`src/rtl/swp_pkg.sv`:
```
package swp_pkg;
  localparam int CMD_BITS   = 24;
  localparam int FRAME_BITS = 64;
  localparam logic [CMD_BITS-1:0] POLL_CMD = 24'h400302;

  typedef enum logic [1:0] {ST_LISTEN, ST_GAP, ST_SEND} resp_state_e;

  function automatic logic [FRAME_BITS-1:0] build_frame(
      input logic [11:0] btn,
      input logic [7:0]  mx, my, sx, sy, tl, tr);
    return {3'b000, btn[4:0], 1'b1, btn[11:5], mx, my, sx, sy, tl, tr};
  endfunction
endpackage

```
`src/rtl/swp_sync.sv`:
```
module swp_sync #(
  parameter int STAGES = 2
) (
  input  logic clk_i,
  input  logic rst_ni,
  input  logic line_i,
  output logic line_o,
  output logic fall_o
);
  logic [STAGES:0] pipe_q;

  always_ff @(posedge clk_i or negedge rst_ni) begin
    if (!rst_ni) pipe_q <= '1;
    else         pipe_q <= {pipe_q[STAGES-1:0], line_i};
  end

  assign line_o = pipe_q[STAGES-1];
  assign fall_o = pipe_q[STAGES] & ~pipe_q[STAGES-1];
endmodule

```
`src/rtl/swp_rx.sv`:
```
module swp_rx
  import swp_pkg::*;
#(
  parameter int US         = 16,
  parameter int TIMEOUT_US = 8
) (
  input  logic clk_i,
  input  logic rst_ni,
  input  logic en_i,
  input  logic line_i,
  input  logic fall_i,
  output logic cmd_ok_o
);
  localparam int SAMPLE_N  = 2 * US;
  localparam int TIMEOUT_N = TIMEOUT_US * US;
  localparam int CW        = $clog2(TIMEOUT_N + 1);
  localparam int BW        = $clog2(CMD_BITS + 2);
  localparam logic [CW-1:0] SAMPLE_C = CW'(SAMPLE_N);
  localparam logic [CW-1:0] TO_C     = CW'(TIMEOUT_N);
  localparam logic [BW-1:0] LAST_C   = BW'(CMD_BITS);

  logic [CW-1:0]       cnt_q;
  logic                armed_q;
  logic [BW-1:0]       nbits_q;
  logic [CMD_BITS-1:0] shreg_q;
  logic                cmd_ok_q;

  always_ff @(posedge clk_i or negedge rst_ni) begin
    if (!rst_ni) begin
      cnt_q    <= '0;
      armed_q  <= 1'b0;
      nbits_q  <= '0;
      shreg_q  <= '0;
      cmd_ok_q <= 1'b0;
    end else begin
      cmd_ok_q <= 1'b0;
      if (!en_i) begin
        cnt_q   <= '0;
        armed_q <= 1'b0;
        nbits_q <= '0;
      end else if (fall_i) begin
        cnt_q   <= '0;
        armed_q <= 1'b1;
      end else begin
        if (cnt_q != TO_C) cnt_q <= cnt_q + 1'b1;
        if (armed_q && cnt_q == SAMPLE_C) begin
          armed_q <= 1'b0;
          if (nbits_q == LAST_C) begin
            // stop bit: must read high
            nbits_q  <= '0;
            cmd_ok_q <= (shreg_q == POLL_CMD) && line_i;
          end else begin
            nbits_q <= nbits_q + 1'b1;
            shreg_q <= {shreg_q[CMD_BITS-2:0], line_i};
          end
        end else if (nbits_q != '0 && cnt_q == TO_C) begin
          nbits_q <= '0;  // stalled mid-command
        end
      end
    end
  end

  assign cmd_ok_o = cmd_ok_q;
endmodule

```
`src/rtl/swp_tx.sv`:
```
module swp_tx #(
  parameter int US         = 16,
  parameter int FRAME_BITS = 64
) (
  input  logic                  clk_i,
  input  logic                  rst_ni,
  input  logic                  load_i,
  input  logic [FRAME_BITS-1:0] frame_i,
  output logic                  drive_o,
  output logic                  busy_o,
  output logic                  done_o
);
  localparam int NBITS = FRAME_BITS + 1;
  localparam int CELL  = 4 * US;
  localparam int CW    = $clog2(CELL + 1);
  localparam int IW    = $clog2(NBITS);
  localparam logic [CW-1:0] CELL_END_C = CW'(CELL - 1);
  localparam logic [CW-1:0] ONE_LOW_C  = CW'(US);
  localparam logic [CW-1:0] ZERO_LOW_C = CW'(3 * US);
  localparam logic [IW-1:0] LAST_IDX_C = IW'(NBITS - 1);

  logic [NBITS-1:0] sh_q;
  logic [CW-1:0]    cyc_q;
  logic [IW-1:0]    idx_q;
  logic             busy_q;
  logic             done_q;
  logic [CW-1:0]    low_len;

  always_ff @(posedge clk_i or negedge rst_ni) begin
    if (!rst_ni) begin
      sh_q   <= '0;
      cyc_q  <= '0;
      idx_q  <= '0;
      busy_q <= 1'b0;
      done_q <= 1'b0;
    end else begin
      done_q <= 1'b0;
      if (load_i && !busy_q) begin
        sh_q   <= {frame_i, 1'b1};  // frame then stop bit
        cyc_q  <= '0;
        idx_q  <= '0;
        busy_q <= 1'b1;
      end else if (busy_q) begin
        if (cyc_q == CELL_END_C) begin
          cyc_q <= '0;
          sh_q  <= {sh_q[NBITS-2:0], 1'b0};
          if (idx_q == LAST_IDX_C) begin
            busy_q <= 1'b0;
            done_q <= 1'b1;
          end else begin
            idx_q <= idx_q + 1'b1;
          end
        end else begin
          cyc_q <= cyc_q + 1'b1;
        end
      end
    end
  end

  assign low_len = sh_q[NBITS-1] ? ONE_LOW_C : ZERO_LOW_C;
  assign drive_o = busy_q && (cyc_q < low_len);
  assign busy_o  = busy_q;
  assign done_o  = done_q;
endmodule

```
`src/rtl/sw_pad_responder.sv`:
```
module sw_pad_responder
  import swp_pkg::*;
#(
  parameter int CLKS_PER_US   = 16,
  parameter int RX_TIMEOUT_US = 8,
  parameter int REPLY_GAP_US  = 4,
  parameter int SYNC_STAGES   = 2
) (
  input  logic        clk_i,
  input  logic        rst_ni,
  input  logic        line_i,
  output logic        line_drive_o,
  input  logic [11:0] btn_i,
  input  logic [7:0]  main_x_i,
  input  logic [7:0]  main_y_i,
  input  logic [7:0]  sub_x_i,
  input  logic [7:0]  sub_y_i,
  input  logic [7:0]  trig_l_i,
  input  logic [7:0]  trig_r_i
);
  localparam int GAP_N = REPLY_GAP_US * CLKS_PER_US;
  localparam int GW    = $clog2(GAP_N + 1);
  localparam logic [GW-1:0] GAP_END_C = GW'(GAP_N - 1);

  resp_state_e state_q;
  logic [GW-1:0] gap_q;
  logic line_s, line_fall;
  logic cmd_ok, tx_load, tx_busy, tx_done;
  logic [FRAME_BITS-1:0] frame;

  swp_sync #(.STAGES(SYNC_STAGES)) u_sync (
    .clk_i  (clk_i),
    .rst_ni (rst_ni),
    .line_i (line_i),
    .line_o (line_s),
    .fall_o (line_fall)
  );

  swp_rx #(.US(CLKS_PER_US), .TIMEOUT_US(RX_TIMEOUT_US)) u_rx (
    .clk_i    (clk_i),
    .rst_ni   (rst_ni),
    .en_i     (state_q == ST_LISTEN),
    .line_i   (line_s),
    .fall_i   (line_fall),
    .cmd_ok_o (cmd_ok)
  );

  always_ff @(posedge clk_i or negedge rst_ni) begin
    if (!rst_ni) begin
      state_q <= ST_LISTEN;
      gap_q   <= '0;
    end else begin
      unique case (state_q)
        ST_LISTEN: if (cmd_ok) begin
          state_q <= ST_GAP;
          gap_q   <= '0;
        end
        ST_GAP: begin
          gap_q <= gap_q + 1'b1;
          if (gap_q == GAP_END_C) state_q <= ST_SEND;
        end
        ST_SEND: if (tx_done) state_q <= ST_LISTEN;
        default: state_q <= ST_LISTEN;
      endcase
    end
  end

  assign tx_load = (state_q == ST_GAP) && (gap_q == GAP_END_C);
  assign frame   = build_frame(btn_i, main_x_i, main_y_i, sub_x_i, sub_y_i,
                               trig_l_i, trig_r_i);

  swp_tx #(.US(CLKS_PER_US), .FRAME_BITS(FRAME_BITS)) u_tx (
    .clk_i   (clk_i),
    .rst_ni  (rst_ni),
    .load_i  (tx_load),
    .frame_i (frame),
    .drive_o (line_drive_o),
    .busy_o  (tx_busy),
    .done_o  (tx_done)
  );
endmodule

```
`config.mk`:
```
export PLATFORM = sky130hd
export DESIGN_NAME = sw_pad_responder
export DESIGN_NICKNAME = d
export VERILOG_FILES = /design/src/rtl/swp_pkg.sv /design/src/rtl/swp_sync.sv /design/src/rtl/swp_rx.sv /design/src/rtl/swp_tx.sv /design/src/rtl/sw_pad_responder.sv
export SDC_FILE = /design/constraint.sdc
export NUM_CORES = 1
export LEC_CHECK = 0
export BUFFER_PORTS_ARGS = -buffer_cell sky130_fd_sc_hd__clkbuf_2
export CAP_MARGIN = 10
export CORE_MARGIN = 1.5
export CORE_UTILIZATION = 45
export CTS_CLUSTER_DIAMETER = 120
export DETAILED_ROUTE_END_ITERATION = 7
export PLACE_DENSITY = 0.66
export SLEW_MARGIN = 20
export SYNTH_ARGS = -nofsm -noshare
export SYNTH_HDL_FRONTEND = slang
export SYNTH_HIERARCHICAL = 1
export SYNTH_SLANG_ARGS = --single-unit
```
`constraint.sdc`:
```
create_clock -name clk_i -period 2.3 [get_ports clk_i]
set_input_delay 0.345 -clock clk_i [delete_from_list [all_inputs] [get_ports clk_i]]
set_output_delay 0.345 -clock clk_i [all_outputs]
set_load 0.05 [all_outputs]
```
==> key figures, run 1 <==
CTS
  • Setup Fix Bufs, Post-CTS: 0
  • Root Driver: clkbuf_16
  • Clk_lat worst skew: roughly 410 ps
  • CTS sink cnt: between 100 and 150
  • Htree depth: 4
  • CTS Buffer Depth: 2
  • CTS tree: built
  • Reg clk slew, reported paths: around 60 ps
  • CTS Buf Count: 17

Hold path
  • Hold_sp: main_x_i[0]
  • Hold WC Path Type: in2reg

Drt
  • Drt wl/cell: around 15 um
  • Antenna Nets Post-Route: 0
  • First-pass DRT Iterations: 5
  • DRC errors left: 0
  • DR vias/cell: 5.41
  • DRT iter0 DRCs: 310
  • Total Wirelength: approximately 13000 um
  • Vias: about 4500

Timing
  • Setup-failing EPs final: 0
  • Clock Skew: roughly 5.8 ps
  • Fmax achieved: approximately 460 MHz
  • Slew of the pin with the lowest slew margin: around 630 ps
  • Period utilization: 0.940
  • RSZ-0062 raised after global routing: no
  • Min Tclk post-route: between 2000 and 2500 ps
  • Setup tns final: 0 ps
  • Rel. slew slack: 0.577
  • Max-slew violations: 0
  • Hold Slack: 188 ps
  • Fin. Hold Viols: 0

Synthesis
  • Most frequent cell after synthesis: nor2_1
  • YS warnings: 6
  • Top cell types by occurrence after synthesis: nor2_1 (151), dfrtp_1 (129), o22ai_1 (62)
  • Syn Area/Cell: 10.3 um^2
  • Top FF cell, synth: dfrtp_1
  • Synth top area share: 0.545
  • Synth area leaders: dfrtp_1 (55%), nor2_1 (9.6%), o22ai_1 (6.6%)
  • Post-Syn Area: approximately 5900 um^2
  • Register area share after synthesis: 0.559
  • Yosys reg bits: 132
  • Mapped Cells: ~570
  • Share of flip-flops with an asynchronous set or reset: 1.00
  • Synth unique cells: 60
  • Post-synth EDFFs: 0
  • Yosys top cell by area: dfrtp_1

Critical path
  • R2R Setup Slk: 230 ps
  • Slowest stage cell, crit path: dfrtp_1
  • Worst-path maximum fanout: 6
  • CP startpoint: u_tx/cyc_q[5]
  • R2r startpoint: u_rx/nbits_q[0]
  • Critical path class: reg2out
  • Startpoint types: flop
  • Last element of the critical path: line_drive_o
  • Data arrival, critical path: ~1800 ps
  • R2R cell count: 6
  • Required time of the critical path: 1960 ps
  • Worst Setup End Kind: output port
  • FF-to-FF End: u_rx/nbits_q[1]
  • Peak per-stage delay on the critical path: 440 ps
  • Critical-path cell list: ha_1, a2111oi_4, buf_4

Final layout
  • Final design area excluding fillers: just over 7000 um^2
  • Share of cells above drive strength 1: 0.238
  • Multi-input logic area: approximately 2500 um^2
  • Final core utilization: 0.564
  • Area delta synth->final: 21.3%
  • Storage cell area: 3310 um^2
  • Number of nets in the layout: between 700 and 800
  • Filler cells: between 1000 and 1500
  • ANT cells: 0

Floorplan
  • Die area: roughly 14000 um^2
  • Core area: between 10000 and 15000 um^2
  • Chip width: roughly 120 um
  • Initial Utilization: 0.465
  • # IOs: 64
  • Die extent in y: approximately 120 um
  • FP Rows: a little over 40

Global routing
  • GRT Overall Usage: 0.198
  • Initial antenna violation count: 0
  • Grt total ovfl: 0
  • First-pass GRT wire length: 22100 um
  • Largest net degree at the start of global routing: 69
  • Vias in the first global route: approximately 4500

Placed design
  • Hpwl dp: 8470 um
  • I/O Buffers: 63
  • GPL Wtd Cong: around 0.86
  • Dpl cell area: roughly 6500 um^2

Outcome
  • Status: finished, final reports clean

Flow run
  • Max cap viols: 0

Power
  • Leakage: between 3 and 4 nW
  • Power per cell area: 761 nW/um^2
  • VDD IR max: between 400 and 500 uV
-- where the power goes --
group | switching, mW | internal (mW)
sequential | 0.0464 | 2.35
combinational | 0.117 | 0.103
clock | 1.01 | 1.84
total | 1.17 | 4.29
-- repair_timing --
item / in CTS / in global routing
endpoints found under the setup margin: 0 / 13
hold buffers: 2 / 0
hold endpoints to repair: 32 / 0
resized for setup: 0 / 5
-- worst min path at each step --
stage	end	slack, ps	cells past startpoint
detailed placement	u_rx/cnt_q[3]	340	1
global route	u_tx/sh_q[59]	190	3
floorplan	gap_q[0]	50	0
CTS	u_tx/sh_q[41]	170	3
global placement	u_rx/cnt_q[2]	330	1
finish	u_tx/sh_q[41]	190	3
-- layout by cell type, fill, tap and decap left out, types with 4 or more instances in the layout --
cell type   Yosys  final
conb_1          2      4
nor3_1          5      4
buf_12          0      6
o211ai_1        5      5
inv_1          11     11
mux2_2         28     28
clkbuf_16       0     17
clkbuf_2        0     61
and3_1          4      4
buf_4           0     11
dfrtp_1       129    129
nor4_1          4      4
a22o_1          4      4
o21ai_0         5      5
a21oi_1         5      5
nand3_1        17     17
o22ai_1        62     62
ha_1            9      9
nand2_1        29     29
nand4_1         4      4
nor2b_1         5      5
clkinvlp_4      0      5
nor2_1        151    151
bufinv_16       0      4
a31oi_1         4      4
xor2_1          6      6
-- metal layers --
metal,track usage,share of wire,vias up
li1,-,-,2185
met1,0.258,0.45,2212
met3,0.0644,0.050,12
met2,0.314,0.49,89
met4,0.0610,0.0091,0
met5,0,0,-
-- worst max-delay path: cells and delay by family, from the launching register on --
family,cells,cell delay (ps)
adders and majority gates,1,350
AOI/OAI and AO/OA,1,360
DFF,1,440
buffers and inverters,1,250
-- cell families after synthesis --
family,synth area share
fa+ha+maj,0.0190
compound gates,0.124
other cells,0.00127
simple gates,0.191
mux,0.0602
xor+xnor,0.0133
flops,0.559
buf+inv,0.0323
-- through the flow --
step	instances	total power, mW	setup WS [ps]
floorplan	575	2.51	113
global placement	798	2.65	279
CTS	832	5.52	26.8
detailed placement	798	2.66	232
global route	832	5.67	45.2
finish	832	5.47	137
-- sequential cells by signal, summed over array words and instances, names as in the netlist --
name	count
gap_q	7
state_q	2
u_rx/armed_q	1
u_rx/cmd_ok_o	1
u_rx/cnt_q	8
u_rx/nbits_q	5
u_rx/shreg_q	24
u_sync/pipe_q	3
u_tx/busy_o	1
u_tx/cyc_q	7
u_tx/done_o	1
u_tx/idx_q	7
u_tx/sh_q	65
-- area by class of cell --
| cell class | count | area share |
|---|---|---|
| sequential | 132 | 0.461 |
| multi-input combinational | 405 | 0.343 |
| timing repair buffer | 80 | 0.0735 |
| clock buffer | 19 | 0.0617 |
| tap | 172 | 0.0300 |
| clock inverter | 13 | 0.0253 |
| inverter | 11 | 0.00575 |
(Power assumes the default switching activity.)
==> inputs of run 2 (changes only) <==
==> constraint.sdc (replaced) <==
create_clock -name clk_i -period 2.3 [get_ports clk_i]
set_input_delay 0.345 -clock clk_i [delete_from_list [all_inputs] [get_ports clk_i]]
set_output_delay 0.345 -clock clk_i [all_outputs]
set_load 0.02 [all_outputs]
==> key figures, run 2 (synthesis gave the netlist of run 1 again) <==
Outcome
  • Status: finished, final reports clean (unchanged)

Critical path
  • Critical path class: reg2out (unchanged)
  • Startpoint types: flop (unchanged)
  • Critical-path cell list: ha_1, a2111oi_1, clkbuf_2 (was ha_1, a2111oi_4, buf_4)
  • Worst Setup End Kind: output port (unchanged)
  • Peak per-stage delay on the critical path: 480 ps (was 440 ps)
  • Slowest stage cell, crit path: a2111oi_1 (was dfrtp_1)
  • Data arrival, critical path: 1870 ps (was 1820 ps)
  • Worst-path maximum fanout: 6 (unchanged)
  • Required time of the critical path: 1960 ps (about the same)

Floorplan
  • Die area: 13900 um^2 (unchanged)
  • Core area: 12700 um^2 (unchanged)
  • FP Rows: 41 (unchanged)
  • Initial Utilization: 0.465 (unchanged)
  • Chip width: 118 um (unchanged)
  • # IOs: 64 (unchanged)
  • Die extent in y: 118 um (unchanged)

Global routing
  • Initial antenna violation count: 0 (unchanged)
  • First-pass GRT wire length: 20900 um (was 22100 um)
  • GRT Overall Usage: 0.187 (was 0.198)
  • Grt total ovfl: 0 (unchanged)
  • Vias in the first global route: 4500 (was 4538)
  • Largest net degree at the start of global routing: 58 (was 69)

Power
  • Clock Power Share: 0.504 (was 0.521)
  • Switching share of power: 0.212 (was 0.214)
  • VDD IR max: 458 uV (was 477 uV)
  • Power per cell area: 740 nW/um^2 (was 761 nW/um^2)
  • Leakage: 3.53 nW (about the same)
  • Switch Pwr: 1.12 mW (was 1.17 mW)
  • Total power: 5.28 mW (was 5.47 mW)
  • Cell internal pwr: 4.16 mW (was 4.29 mW)
  • Sequential power share: 0.455 (was 0.439)
  • Combinational share of power: 0.041 (was 0.040)

CTS
  • Setup Fix Bufs, Post-CTS: 0 (unchanged)
  • Clk_lat worst skew: 420 ps (was 410 ps)
  • Htree depth: 4 (unchanged)
  • Reg clk slew, reported paths: 60 ps (about the same)
  • CTS Buf Count: 17 (unchanged)
  • CTS tree: built (unchanged)
  • CTS sink cnt: 132 (unchanged)
  • CTS Buffer Depth: 2 (unchanged)
  • Root Driver: clkbuf_16 (unchanged)

Drt
  • First-pass DRT Iterations: 5 (unchanged)
  • Vias: 4460 (was 4498)
  • DR vias/cell: 5.36 (was 5.41)
  • Met1 WL: 5560 um (was 5780 um)
  • Top Metal Used: met4 (unchanged)
  • Antenna Nets Post-Route: 0 (unchanged)
  • DRC errors left: 0 (unchanged)
  • Met2 WL: 5830 um (was 6220 um)
  • Met3 routed WL: 617 um (was 643 um)
  • DRT iter0 DRCs: 262 (was 310)
  • Drt wl/cell: 14.7 um (was 15.3 um)
  • Total Wirelength: 12300 um (was 12800 um)

Placed design
  • Dpl cell area: 6520 um^2 (about the same)
  • Pre-CTS WS: 225 ps (was 232 ps)
  • Hpwl dp: 8250 um (was 8470 um)
  • Post-placement cell count: 798 (unchanged)
  • I/O Buffers: 63 (unchanged)
  • GPL Wtd Cong: 0.813 (was 0.856)

Timing
  • Setup-failing EPs final: 0 (unchanged)
  • RSZ-0062 raised after global routing: no (unchanged)
  • Slew of the pin with the lowest slew margin: 610 ps (was 633 ps)
  • Hold Slack: 180 ps (was 188 ps)
  • Setup tns final: 0 ps (unchanged)
  • Clock Skew: 7.71 ps (was 5.75 ps)
  • Fmax achieved: 451 MHz (was 462 MHz)
  • Rel. slew slack: 0.592 (was 0.577)
  • Max-slew violations: 0 (unchanged)
  • Final worst setup slack: 83.0 ps (was 137 ps)
  • Fin. Hold Viols: 0 (unchanged)
  • Period utilization: 0.964 (was 0.940)
  • Min Tclk post-route: 2220 ps (was 2160 ps)

Final layout
  • Share of cells above drive strength 1: 0.233 (was 0.238)
  • Final core utilization: 0.561 (was 0.564)
  • Fin cells: 832 (unchanged)
  • Regs by FF count: u_tx/sh_q (65), u_rx/shreg_q (24), u_rx/cnt_q (8) (unchanged)
  • Most common cell after layout, fill and taps aside: nor2_1 (unchanged)
  • Number of nets in the layout: 719 (unchanged)
  • ANT cells: 0 (unchanged)
  • Largest Register: u_tx/sh_q (unchanged)
  • Area delta synth->final: 20.5% (was 21.3%)
  • Most frequent cells in the layout: nor2_1 (151), dfrtp_1 (129), clkbuf_2 (62), o22ai_1 (62), nand2_1 (29) (was nor2_1 (151), dfrtp_1 (129), o22ai_1 (62))
  • Final design area excluding fillers: 7130 um^2 (was 7180 um^2)
  • Max FFs per register: 65 (unchanged)

Flow run
  • Max cap viols: 0 (unchanged)

Hold path
  • Hold WC Path Type: in2reg (unchanged)
-- run 2: worst max-delay path, delay by kind of cell (launching register included) --
kind,cells,cell delay [ps]
adder cells (fa/ha/maj),1,290
flip-flops,1,430
buffers and inverters,1,250
AO/OA/AOI/OAI,1,480
-- run 2: layout make-up --
class | instances | area (um^2)
Clock buffer | 23 | 488
Clock inverter | 9 | 101
Fill cell | 1153 | 5590
Inverter | 11 | 41.3
Multi-Input combinational cell | 405 | 2440
Sequential cell | 132 | 3310
Tap cell | 172 | 215
Timing Repair Buffer | 80 | 538
-- run 2: power by group through the flow --
stage          logic [mW]  clock network (mW)  registers [mW]
5_1_grt             0.246                2.84            2.40
4_1_cts             0.224                2.73            2.40
3_5_place_dp        0.220                   0            2.44
3_3_place_gp        0.210                   0            2.43
6_report            0.217                2.66            2.40
2_1_floorplan      0.0887                   0            2.43
-- run 2: what timing repair did --
action / CTS / global route
hold endpoints to repair: 36 / 0
hold buffers: 2 / 0
setup endpoints to repair: 1 / 0
gates resized for setup: 1 / 0
-- run 2: worst paths after layout --
path                                   from          endpoint  slack [ps]  cells past startpoint
setup / recovery              u_tx/cyc_q[5]      line_drive_o          80                      3
hold / removal                  trig_r_i[4]      u_tx/sh_q[5]         180                      3
setup reg to reg                   gap_q[0]     u_tx/sh_q[24]         220                      9
hold reg to reg            u_sync/pipe_q[0]  u_sync/pipe_q[1]         360                      0
max in group asynchronous            rst_ni  u_sync/pipe_q[2]        1150                      3
min in group asynchronous            rst_ni     u_rx/cnt_q[2]         450                      2
-- run 2: layer usage --
metal / track usage / up-vias
li1: - / 2180
met1: 0.236 / 2144
met2: 0.292 / 115
met3: 0.0577 / 21
met4: 0.0922 / 0
met5: 0 / -
